--- src/rtl/rh_port_pkg.sv ---
package rh_port_pkg;

    localparam int WORD_W  = 16;
    localparam int B_CONN  = 0;
    localparam int B_CSC   = 1;
    localparam int B_EN    = 2;
    localparam int B_PEC   = 3;
    localparam int B_LS    = 8;
    localparam int B_SUSP  = 12;

    typedef struct packed {
        logic susp;
        logic ls;
        logic pec;
        logic en;
        logic csc;
        logic conn;
    } port_st_t;

    typedef enum logic [1:0] {
        TM_LIVE = 2'd0,
        TM_HOLD = 2'd1,
        TM_WAIT = 2'd2
    } tm_state_t;

    function automatic logic [WORD_W-1:0] to_word(port_st_t s);
        logic [WORD_W-1:0] w;
        w         = '0;
        w[B_CONN] = s.conn;
        w[B_CSC]  = s.csc;
        w[B_EN]   = s.en;
        w[B_PEC]  = s.pec;
        w[B_LS]   = s.ls;
        w[B_SUSP] = s.susp;
        return w;
    endfunction

endpackage

--- src/rtl/rh_redetect_timer.sv ---
module rh_redetect_timer
    import rh_port_pkg::*;
#(
    parameter int DETECT_TICKS = 64
) (
    input  logic clk,
    input  logic rst,
    input  logic host_rst,
    input  logic bit_tick,
    output logic sample_en
);
    localparam int CNT_W = $clog2(DETECT_TICKS + 1);
    localparam logic [CNT_W-1:0] LAST = CNT_W'(DETECT_TICKS - 1);

    tm_state_t        state;
    logic [CNT_W-1:0] cnt;
    logic             last_tick;

    assign last_tick = (state == TM_WAIT) && bit_tick && (cnt == LAST);
    assign sample_en = !host_rst && ((state == TM_LIVE) || last_tick);

    always_ff @(posedge clk) begin
        if (rst) begin
            state <= TM_LIVE;
            cnt   <= '0;
        end else if (host_rst) begin
            state <= TM_HOLD;
            cnt   <= '0;
        end else begin
            case (state)
                TM_HOLD: begin
                    state <= TM_WAIT;
                    cnt   <= '0;
                end
                TM_WAIT: begin
                    if (bit_tick) begin
                        if (cnt == LAST) begin
                            state <= TM_LIVE;
                            cnt   <= '0;
                        end else begin
                            cnt <= cnt + 1'b1;
                        end
                    end
                end
                default: begin
                    state <= TM_LIVE;
                    cnt   <= '0;
                end
            endcase
        end
    end

    p_cnt_range_r8: assert property (@(posedge clk) disable iff (rst)
        cnt <= LAST);
    p_restart_r9: assert property (@(posedge clk) disable iff (rst)
        host_rst |=> (state == TM_HOLD) && (cnt == '0));
    p_no_sample_in_reset_r6: assert property (@(posedge clk) disable iff (rst)
        host_rst |-> !sample_en);

endmodule

--- src/rtl/rh_port_status.sv ---
module rh_port_status
    import rh_port_pkg::*;
(
    input  logic              clk,
    input  logic              rst,
    input  logic              host_rst,
    input  logic              sample_en,
    input  logic              attach,
    input  logic              lowspd,
    input  logic              wr_sel,
    input  logic [WORD_W-1:0] wdata,
    output port_st_t          st
);
    port_st_t nx;

    always_comb begin
        nx = st;
        if (wr_sel) begin
            if (wdata[B_CSC]) nx.csc = 1'b0;
            if (wdata[B_PEC]) nx.pec = 1'b0;
            nx.en   = wdata[B_EN] & st.conn;
            nx.susp = wdata[B_SUSP];
        end
        if (host_rst) begin
            nx.conn = 1'b0;
            nx.ls   = 1'b0;
            nx.en   = 1'b0;
            if (st.conn) nx.csc = 1'b1;
            if (st.en)   nx.pec = 1'b1;
        end else if (sample_en) begin
            if (attach != st.conn) begin
                nx.conn = attach;
                nx.csc  = 1'b1;
                nx.en   = 1'b0;
                if (st.en) nx.pec = 1'b1;
            end
            nx.ls = attach & lowspd;
        end
    end

    always_ff @(posedge clk) begin
        if (rst) st <= '0;
        else     st <= nx;
    end

    p_forced_off_r6: assert property (@(posedge clk) disable iff (rst)
        host_rst |=> !st.conn && !st.en && !st.ls);
    p_conn_flag_r6: assert property (@(posedge clk) disable iff (rst)
        (host_rst && st.conn) |=> st.csc);
    p_en_flag_r3: assert property (@(posedge clk) disable iff (rst)
        (host_rst && st.en) |=> st.pec);
    p_quiet_r8: assert property (@(posedge clk) disable iff (rst)
        (!sample_en && !host_rst) |=> $stable(st.conn) && $stable(st.ls));
    p_susp_keep_r7: assert property (@(posedge clk) disable iff (rst)
        (host_rst && !wr_sel) |=> $stable(st.susp));
    p_ls_attached_r10: assert property (@(posedge clk) disable iff (rst)
        st.ls |-> st.conn);
    p_en_attached_r5: assert property (@(posedge clk) disable iff (rst)
        st.en |-> st.conn);

endmodule

--- src/rtl/rh_port_bank.sv ---
module rh_port_bank
    import rh_port_pkg::*;
#(
    parameter int NUM_PORTS    = 2,
    parameter int DETECT_TICKS = 64,
    localparam int ADDR_W      = $clog2(NUM_PORTS + 1)
) (
    input  logic                 clk,
    input  logic                 rst,
    input  logic                 host_rst,
    input  logic                 bit_tick,
    input  logic [NUM_PORTS-1:0] attach_in,
    input  logic [NUM_PORTS-1:0] lowspd_in,
    input  logic [ADDR_W-1:0]    reg_addr,
    input  logic                 reg_wr,
    input  logic [WORD_W-1:0]    reg_wdata,
    output logic [WORD_W-1:0]    reg_rdata
);
    logic                 sample_en;
    logic [NUM_PORTS-1:0] wr_sel;
    port_st_t             st [NUM_PORTS];

    rh_redetect_timer #(.DETECT_TICKS(DETECT_TICKS)) u_timer (
        .clk       (clk),
        .rst       (rst),
        .host_rst  (host_rst),
        .bit_tick  (bit_tick),
        .sample_en (sample_en)
    );

    for (genvar g = 0; g < NUM_PORTS; g++) begin : g_port
        assign wr_sel[g] = reg_wr && (reg_addr == ADDR_W'(g));

        rh_port_status u_port (
            .clk       (clk),
            .rst       (rst),
            .host_rst  (host_rst),
            .sample_en (sample_en),
            .attach    (attach_in[g]),
            .lowspd    (lowspd_in[g]),
            .wr_sel    (wr_sel[g]),
            .wdata     (reg_wdata),
            .st        (st[g])
        );
    end

    always_comb begin
        reg_rdata = '0;
        for (int i = 0; i < NUM_PORTS; i++) begin
            if (reg_addr == ADDR_W'(i)) reg_rdata = to_word(st[i]);
        end
    end

    p_single_write_r11: assert property (@(posedge clk) disable iff (rst)
        $onehot0(wr_sel));
    p_unused_addr_r11: assert property (@(posedge clk) disable iff (rst)
        (int'(reg_addr) >= NUM_PORTS) |-> (reg_rdata == '0));

endmodule

--- config.mk ---
export PLATFORM = sky130hd
export DESIGN_NAME = rh_port_bank
export DESIGN_NICKNAME = d
export VERILOG_FILES = /design/src/rtl/rh_port_pkg.sv /design/src/rtl/rh_redetect_timer.sv /design/src/rtl/rh_port_status.sv /design/src/rtl/rh_port_bank.sv
export SDC_FILE = /design/constraint.sdc
export NUM_CORES = 1
export LEC_CHECK = 0
export ABC_AREA = 1
export BUFFER_PORTS_ARGS = -buffer_cell sky130_fd_sc_hd__buf_4
export CORE_ASPECT_RATIO = 1.2
export CORE_MARGIN = 2
export CORE_UTILIZATION = 30
export CTS_CLUSTER_DIAMETER = 200
export CTS_CLUSTER_SIZE = 10
export DETAILED_ROUTE_END_ITERATION = 8
export PLACE_DENSITY = 0.53
export SYNTH_ARGS = -nofsm -noshare
export SYNTH_HDL_FRONTEND = slang
export SYNTH_SLANG_ARGS = --single-unit
--- constraint.sdc ---
create_clock -name clk -period 1.7 [get_ports clk]
set_input_delay 0.17 -clock clk [delete_from_list [all_inputs] [get_ports clk]]
set_output_delay 0.17 -clock clk [all_outputs]
set_load 0.005 [all_outputs]
Yosys cells after proc, flatten, opt, wreduce, memory -nomap -nowiden

Cells that the tools add are included.

Register bits after elaboration: 21
Bits of input ports: 27
Output and inout bits: 16

$add $sub $neg: 1
Equal/unequal tests: 10
Multiplexer cells: 23
Bitwise logic cells: 5
Reduce and logical (&&, ||, !) cells: 15

Operators by type and width:

| operator                                            | count |
|---|---|
| 2-to-1 mux 13 bit                                   | 2 |
| 2-to-1 mux 4 bit                                    | 6 |
| 2-to-1 mux 1 bit                                    | 9 |
| AND reduction 2 bit                                 | 4 |
| adder 7 x 1 -> 7 bit, second input constant         | 1 |
| equality test 7 x 6 -> 1 bit, second input constant | 1 |
| 2-to-1 mux 7 bit                                    | 1 |
| 2-to-1 mux 3 bit                                    | 2 |
| inequality test 3 bit, second input constant        | 2 |
| logical AND 1 bit                                   | 5 |
| AND 1 bit                                           | 4 |
| equality test 2 x 1 -> 1 bit, second input constant | 2 |
| logical NOT 2 bit                                   | 2 |
| 2-to-1 mux 2 bit                                    | 2 |
| inequality test 2 bit, second input constant        | 2 |
| one-hot mux 2 bit (2 select lines)                  | 1 |
| OR reduction 3 bit                                  | 1 |
| equality test 2 bit, second input constant          | 1 |
| inequality test 1 bit                               | 2 |
| OR reduction 2 bit                                  | 1 |
| logical NOT 1 bit                                   | 1 |
| logical OR 1 bit                                    | 1 |
| inverter 1 bit                                      | 1 |

Longest topological paths before layout

Gate-level depths: netlist (run 1).

Word-level depth: 7
Gate-level depth with buffers: 9
Gate-level depth less buffers: 9

Hierarchy

A second synthesis (run 1) with hierarchy kept.

Cells, all modules: 179
Area, all modules: 1166.1 µm²

Modules (own cells, without submodules):

| module            | instances | cells each | area each (µm²) |
|---|---|---|---|
| rh_port_status    | 2         | 37         | 256.5 |
| rh_redetect_timer | 1         | 69         | 456.7 |
| rh_port_bank      | 1         | 36         | 196.4 |

Least setup slack after synthesis (run 1)

OpenSTA, ideal clock, no wires.

Path kind: register to register
From: register u_timer.cnt[0]
To: register g_port[1].u_port.st[2] (netlist name)
Data arrival time: 1.054 ns
Data required time: 1.590 ns
Path slack: 0.536 ns
Cell stages (with the launch flop): 9
Path buffers: 0
Cell sequence: dfxtp_1 -> ha_1 -> inv_1 -> nor2_2 -> nand3_2 -> nand2_4 -> nand3_2 -> nand3_1 -> inv_1

Word-level cells in the longest chain between the ends: 5

RTL lines:

| item                         | line                    | text |
|---|---|---|
| start, declared              | rh_redetect_timer.sv:16 | `logic [CNT_W-1:0] cnt;` |
| start signal, assigned       | rh_redetect_timer.sv:41 | `cnt <= cnt + 1'b1;` |
| equality test 7 x 6 -> 1 bit | rh_redetect_timer.sv:19 | `assign last_tick = (state == TM_WAIT) && bit_tick && (cnt == LAST);` |
| logical AND 1 bit            | rh_redetect_timer.sv:19 |  |
| logical OR 1 bit             | rh_redetect_timer.sv:20 | `assign sample_en = !host_rst && ((state == TM_LIVE) \|\| last_tick);` |
| logical AND 1 bit            | rh_redetect_timer.sv:20 |  |
| 2-to-1 mux 4 bit             | rh_port_status.sv:30    | `end else if (sample_en) begin` |

No other way between the ends.
A chain may end at the register's enable or synchronous reset.

Worst setup path after layout (run 1)

From: register u_timer.cnt[0]
To: register g_port[0].u_port.st[2] (netlist name)

Word-level cells in the longest chain between the ends: 5

RTL lines:

| item                         | line |
|---|---|
| equality test 7 x 6 -> 1 bit | rh_redetect_timer.sv:19 |
| logical AND 1 bit            | rh_redetect_timer.sv:19 |
| logical OR 1 bit             | rh_redetect_timer.sv:20 |
| logical AND 1 bit            | rh_redetect_timer.sv:20 |
| 2-to-1 mux 4 bit             | rh_port_status.sv:30 |

No other way between the ends.

==> reports/results.tsv, run 1 <==
metric	value	unit
Post-CTS Hold Fix Bufs	0	
Reg clk slew, reported paths	0.08	ns
post-CTS setup buffer count	0	
Most used DFF post-synth	dfxtp_1	
filler cell count	413	
Setup-failing EPs final	0	
unrepaired setup endpoints after global routing	false	
power density over the cells	725	nW/um^2
syn_area_per_cell	7.03	sq um
Die X	59.7	um
count of pins over their slew limit	0	
Root Buffer	clkbuf_8	
CORE AREA	3600	sq um
Vias	994	
synth top area cells	dfxtp_1, nand2_1, buf_4	
Die Ht	70.9	um
Clock Latency Late Sink	0.26	ns
CTS max path bufs	2	
P_leak	0.604	nW
top cells by count, synth	nand2_1, dfxtp_1, inv_1	
critical path class	flip-flop to flip-flop	
1st-pass router iterations	4	
setup TNS	0	ns
Tcrit/Tclk final	0.778	
CP top delay family	simple AND/OR/NAND/NOR gates	
maximum vdd drop	0.407	mV
first-pass GRT wire length	3910	um
delay of the slowest critical-path stage	0.37	ns
GP Congestion	0.777	
synthesis warning total	0	
Hold Crit Start	rst	
Tmin final	1.32	ns
hold_ws	0.117	ns
Slowest-stage cell, CP	dfxtp_1	
crit path launch	u_timer.cnt[0]	
Mapped Area	1120	sq um
H-tree depth	1	
Reg2Reg Launch Point	u_timer.cnt[0]	
register area share after synthesis	0.376	
port bufs	20	
non-filler instance count after layout	221	
Synth top area share	0.376	
total CTS buffers	3	
TritonCTS clock tree	built	
largest net degree at the start of global routing	13	
# rows	24	
WL/cell	10.6	um
WP data required	1.87	ns
layout cells sized above 1	0.209	
largest area contributor in the netlist	dfxtp_1	
Yosys cell types	24	
CP Buf/Inv Count	2	
synthesis-stage register bit count	21	
Hold Violations, Final	0	
PostCTS Resize Cnt	0	
Max Cap Viol	0	
dpl hpwl	1920	um
Max Freq	756	MHz
Async SR Flop Fraction	0	
die area	4230	sq um
status	completed	
Startpoint Class	flip-flop	
Mapped Cells	159	
count leader, synth	nand2_1	
TritonCTS sink count	21	
worst path cell trace	ha_1, inv_1, nor2_2, nand3_2, nand2_4, nand3_2, nand3_1, inv_1	
Post-synth EDFFs	0	
ANT nets after route	0	
vias in the first global route	978	
worst hold path type	input pin to flip-flop	
Initial Util	0.310	
# diodes	0	
Crit Path Max Fanout	8	
Vias per Instance	4.50	
DRC	0	
CP Capture Type	flip-flop	
wirelength, routed	2330	um
P&R area growth vs syn	18.3	%
Worst Skew	0.00494	ns
Nets	211	
DR iter-0 viols	41	
initial antenna violation count	0	
I/O pin cnt	43	
placed instance count	217	
total gr overflow	0	
post-layout util	0.367	
Critical Path AT	1.49	ns
Total GRT Usage	0.117	
## power by group
part           switching, W  internal, W
registers        0.00000706     0.000503
logic             0.0000692    0.0000495
clock network      0.000166     0.000163
total              0.000242     0.000716
## flip-flops by register name (all words and copies together), names as in the netlist
register,cells
g_port.u_port.st,12
u_timer.cnt,7
u_timer.state,2
## metal layers
metal	track usage	up-vias	part of all wire
met3	0.0274	2	0.040
met5	0	-	0
li1	-	526	-
met1	0.134	450	0.43
met2	0.208	16	0.52
met4	0.0370	0	0.0056
## layout by cell type (no fill, tap or decap), types with 2 or more instances in the layout
master,count
nand3_2,3
buf_4,20
xor2_1,4
a21boi_1,2
dfxtp_1,21
nor2_2,5
nand2_2,2
inv_1,18
nor2_1,12
o21ai_1,2
clkbuf_8,3
nand2_1,40
nand3_1,9
o22ai_1,3
nor3_1,2
conb_1,10
o21ai_0,2
a21oi_1,13
inv_2,3
nor3b_1,2
## path summary, 6_finish.rpt
check                                         endpoint  slack (ns)  depth (start not counted)
worst max register to register  g_port[0].u_port.st[2]        0.38                          8
worst min register to register        u_timer.state[1]        0.44                          1
worst min-delay path            g_port[0].u_port.st[1]        0.12                          2
worst max-delay path            g_port[0].u_port.st[2]        0.38                          8
## cells by family (layout without fill, tap and decap cells)
kind of cell,after synthesis,in the layout,synth area share
other,1,10,0.00336
buffers and inverters,32,46,0.141
multiplexers,1,1,0.00896
XOR/XNOR,5,5,0.0392
AO/OA/AOI/OAI,22,22,0.106
flip-flops,21,21,0.376
AND/OR/NAND/NOR,76,76,0.314
adder cells (fa/ha/maj),1,1,0.0112
## through the flow
stage,total power [W],area [sq um],setup slack [ns]
after detailed placement,0.000641,1270,0.389
after floorplan,0.000603,1150,0.536
final,0.000958,1320,0.378
after global placement,0.000638,1270,0.401
after CTS,0.000967,1320,0.374
after global routing,0.00100,1320,0.238
## layout make-up
cell class / instances / area, sq um / area share
multi-input combinational: 115 / 573 / 0.434
sequential: 21 / 420 / 0.318
timing repair buffer: 20 / 150 / 0.114
inverter: 22 / 82.6 / 0.0625
tap: 39 / 48.8 / 0.0369
clock buffer: 3 / 41.3 / 0.0312
clock inverter: 1 / 5.00 / 0.00379
Note: power is estimated with default switching activity, not from simulation.
==> inputs of run 2 (changes only) <==
Settings changed: ABC_AREA 1 to 0.
Clock period 1.7 ns to 1.23 ns, I/O delays scaled along.
==> run 2 against run 1 <==
The run now ends with setup timing left. Die area grew 0.42%. Clock-buffer cell count grew 1. Sequential power up 39%. Non-clock buffer count is 11 higher. Critical endpoint is now g_port[1].u_port.st[4].
==> reports/results.tsv, run 2 <==
metric	value	unit
Tcrit/Tclk final	1.09	
GR Util met1	0.123	
Reg clk slew, reported paths	0.07	ns
Hold Violations, Final	0	
total CTS buffers	3	
delay of the slowest critical-path stage	0.35	ns
TritonCTS clock tree	built	
max reg flops	12	
largest registers	g_port.u_port.st x12, u_timer.cnt x7, u_timer.state x2	
largest area contributor in the netlist	dfxtp_1	
setup TNS	-0.647	ns
1st-pass router iterations	4	
Die X	59.8	um
failing checks	setup timing	
synthesis warning total	0	
maximum vdd drop	0.473	mV
count leader, synth	dfxtp_1	
M3 GR Usage	0.0219	
top cells by count, synth	dfxtp_1, nor2_1, nand2_1	
Async SR Flop Fraction	0	
Slowest-stage cell, CP	dfxtp_2	
initial antenna violation count	0	
DRC	0	
Total GRT Usage	0.114	
Most used DFF post-synth	dfxtp_1	
final worst setup slack	-0.115	ns
die area	4250	sq um
Crit Path Max Fanout	4	
Mapped Area	1120	sq um
Nets	186	
wirelength, routed	2380	um
first-pass GRT wire length	3840	um
Seq pwr share	0.539	
GP Congestion	0.712	
Mapped Cells	130	
P&R area growth vs syn	26.5	%
status	finished, violations left	
Setup-failing EPs final	9	
most frequent cells in the layout	buf_4, dfxtp_1, nor2_1	
Worst Skew	0.00472	ns
worst hold path type	input pin to flip-flop	
DR iter-0 viols	56	
power density over the cells	926	nW/um^2
Reg with most FFs	g_port.u_port.st	
largest net degree at the start of global routing	12	
vias in the first global route	896	
WP data required	1.42	ns
Post-synth EDFFs	0	
critical path class	flip-flop to flip-flop	
Initial Util	0.311	
Die Ht	71	um
count of pins over their slew limit	0	
H-tree depth	1	
syn_area_per_cell	8.63	sq um
Yosys cell types	34	
layout cells sized above 1	0.299	
net load switching power	0.000308	W
Max Freq	744	MHz
CORE AREA	3600	sq um
unrepaired setup endpoints after global routing	true	
Critical Path AT	1.53	ns
Clock Latency Late Sink	0.25	ns
# rows	24	
Root Buffer	clkbuf_8	
busiest grt layer	met2	
synthesis-stage register bit count	21	
port bufs	20	
Max Cap Viol	0	
Startpoint Class	flip-flop	
Vias per Instance	4.77	
Int Power	0.00101	W
P_leak	0.605	nW
TritonCTS sink count	21	
commonest non-fill, non-tap cell in the layout	buf_4	
ANT nets after route	0	
Synth top area share	0.375	
CTS max path bufs	2	
dpl hpwl	1830	um
synth top area cells	dfxtp_1, mux2i_1, buf_4	
worst path cell trace	ha_4, nand3_4, o31ai_4, and2b_2, mux2i_1	
# diodes	0	
clock group share of total power	0.332	
I/O pin cnt	43	
CP Capture Type	flip-flop	
Tmin final	1.34	ns
WL/cell	12.2	um
switching share of power	0.235	
Comb power frac	0.129	
register area share after synthesis	0.375	
post-layout util	0.394	
total gr overflow	0	
grt met2 use	0.222	
Vias	935	
-- run 2: cell families after synthesis --
family	synth area share
XOR/XNOR	0.0546
buffers and inverters	0.109
AO/OA/AOI/OAI	0.0959
flip-flops	0.375
AND/OR/NAND/NOR	0.243
multiplexers	0.108
other	0.00334
adder cells (fa/ha/maj)	0.0111
-- run 2: power by group through the flow --
stage / Combinational (W) / Sequential [W] / Clock [W]
finish: 0.000170 / 0.000708 / 0.000437
global route: 0.000189 / 0.000710 / 0.000484
CTS: 0.000166 / 0.000708 / 0.000459
detailed placement: 0.000161 / 0.000724 / 0
global placement: 0.000158 / 0.000723 / 0
floorplan: 0.000128 / 0.000721 / 0
-- run 2: what timing repair did --
action,in CTS,in global routing
pin swaps,3,0
resized for setup,2,6
hold buffers,0,0
endpoints found under the setup margin,12,15
setup buffers,1,1
-- run 2: worst max-delay path, delay by kind of cell, from the launching register on --
kind,cells,cell delay [ns]
mux,1,0.19
fa+ha+maj,1,0.15
flops,1,0.35
compound gates,1,0.25
simple gates,2,0.34
-- run 2: stage by stage --
stage	instance area (sq um)	cells	power (W)	setup WS, ns	hold WS [ns]
after detailed placement	1330	191	0.000885	-0.161	0.378
after global placement	1330	191	0.000881	-0.102	0.378
final	1420	196	0.00132	-0.115	0.113
after CTS	1390	196	0.00133	-0.112	0.105
after floorplan	1180	139	0.000849	-0.0175	0.265
after global routing	1420	196	0.00138	-0.204	0.110
-- run 2: final timing paths --
| check | cells after the start | endpoint | startpoint | slack (ns) |
|---|---|---|---|---|
| hold / removal | 2 | u_timer.state[1] | host_rst | 0.11 |
| hold reg to reg | 2 | g_port[1].u_port.st[5] | g_port[1].u_port.st[5] | 0.46 |
| setup reg to reg | 5 | g_port[1].u_port.st[4] | u_timer.cnt[1] | -0.11 |
| setup / recovery | 5 | g_port[1].u_port.st[4] | u_timer.cnt[1] | -0.11 |
-- run 2: area by class of cell --
type                       count  area (sq um)
multi-input combinational    100           663
sequential                    21           423
fill                         377          2180
clock buffer                   4          45.0
timing repair buffer          31           236
inverter                       1          3.75
tap                           39          48.8
-- run 2: per-layer routing --
layer / vias up / wire (um)
li1: 478 / -
met3: 2 / 92
met5: - / 0
met1: 433 / 937
met2: 22 / 1340
met4: 0 / 14
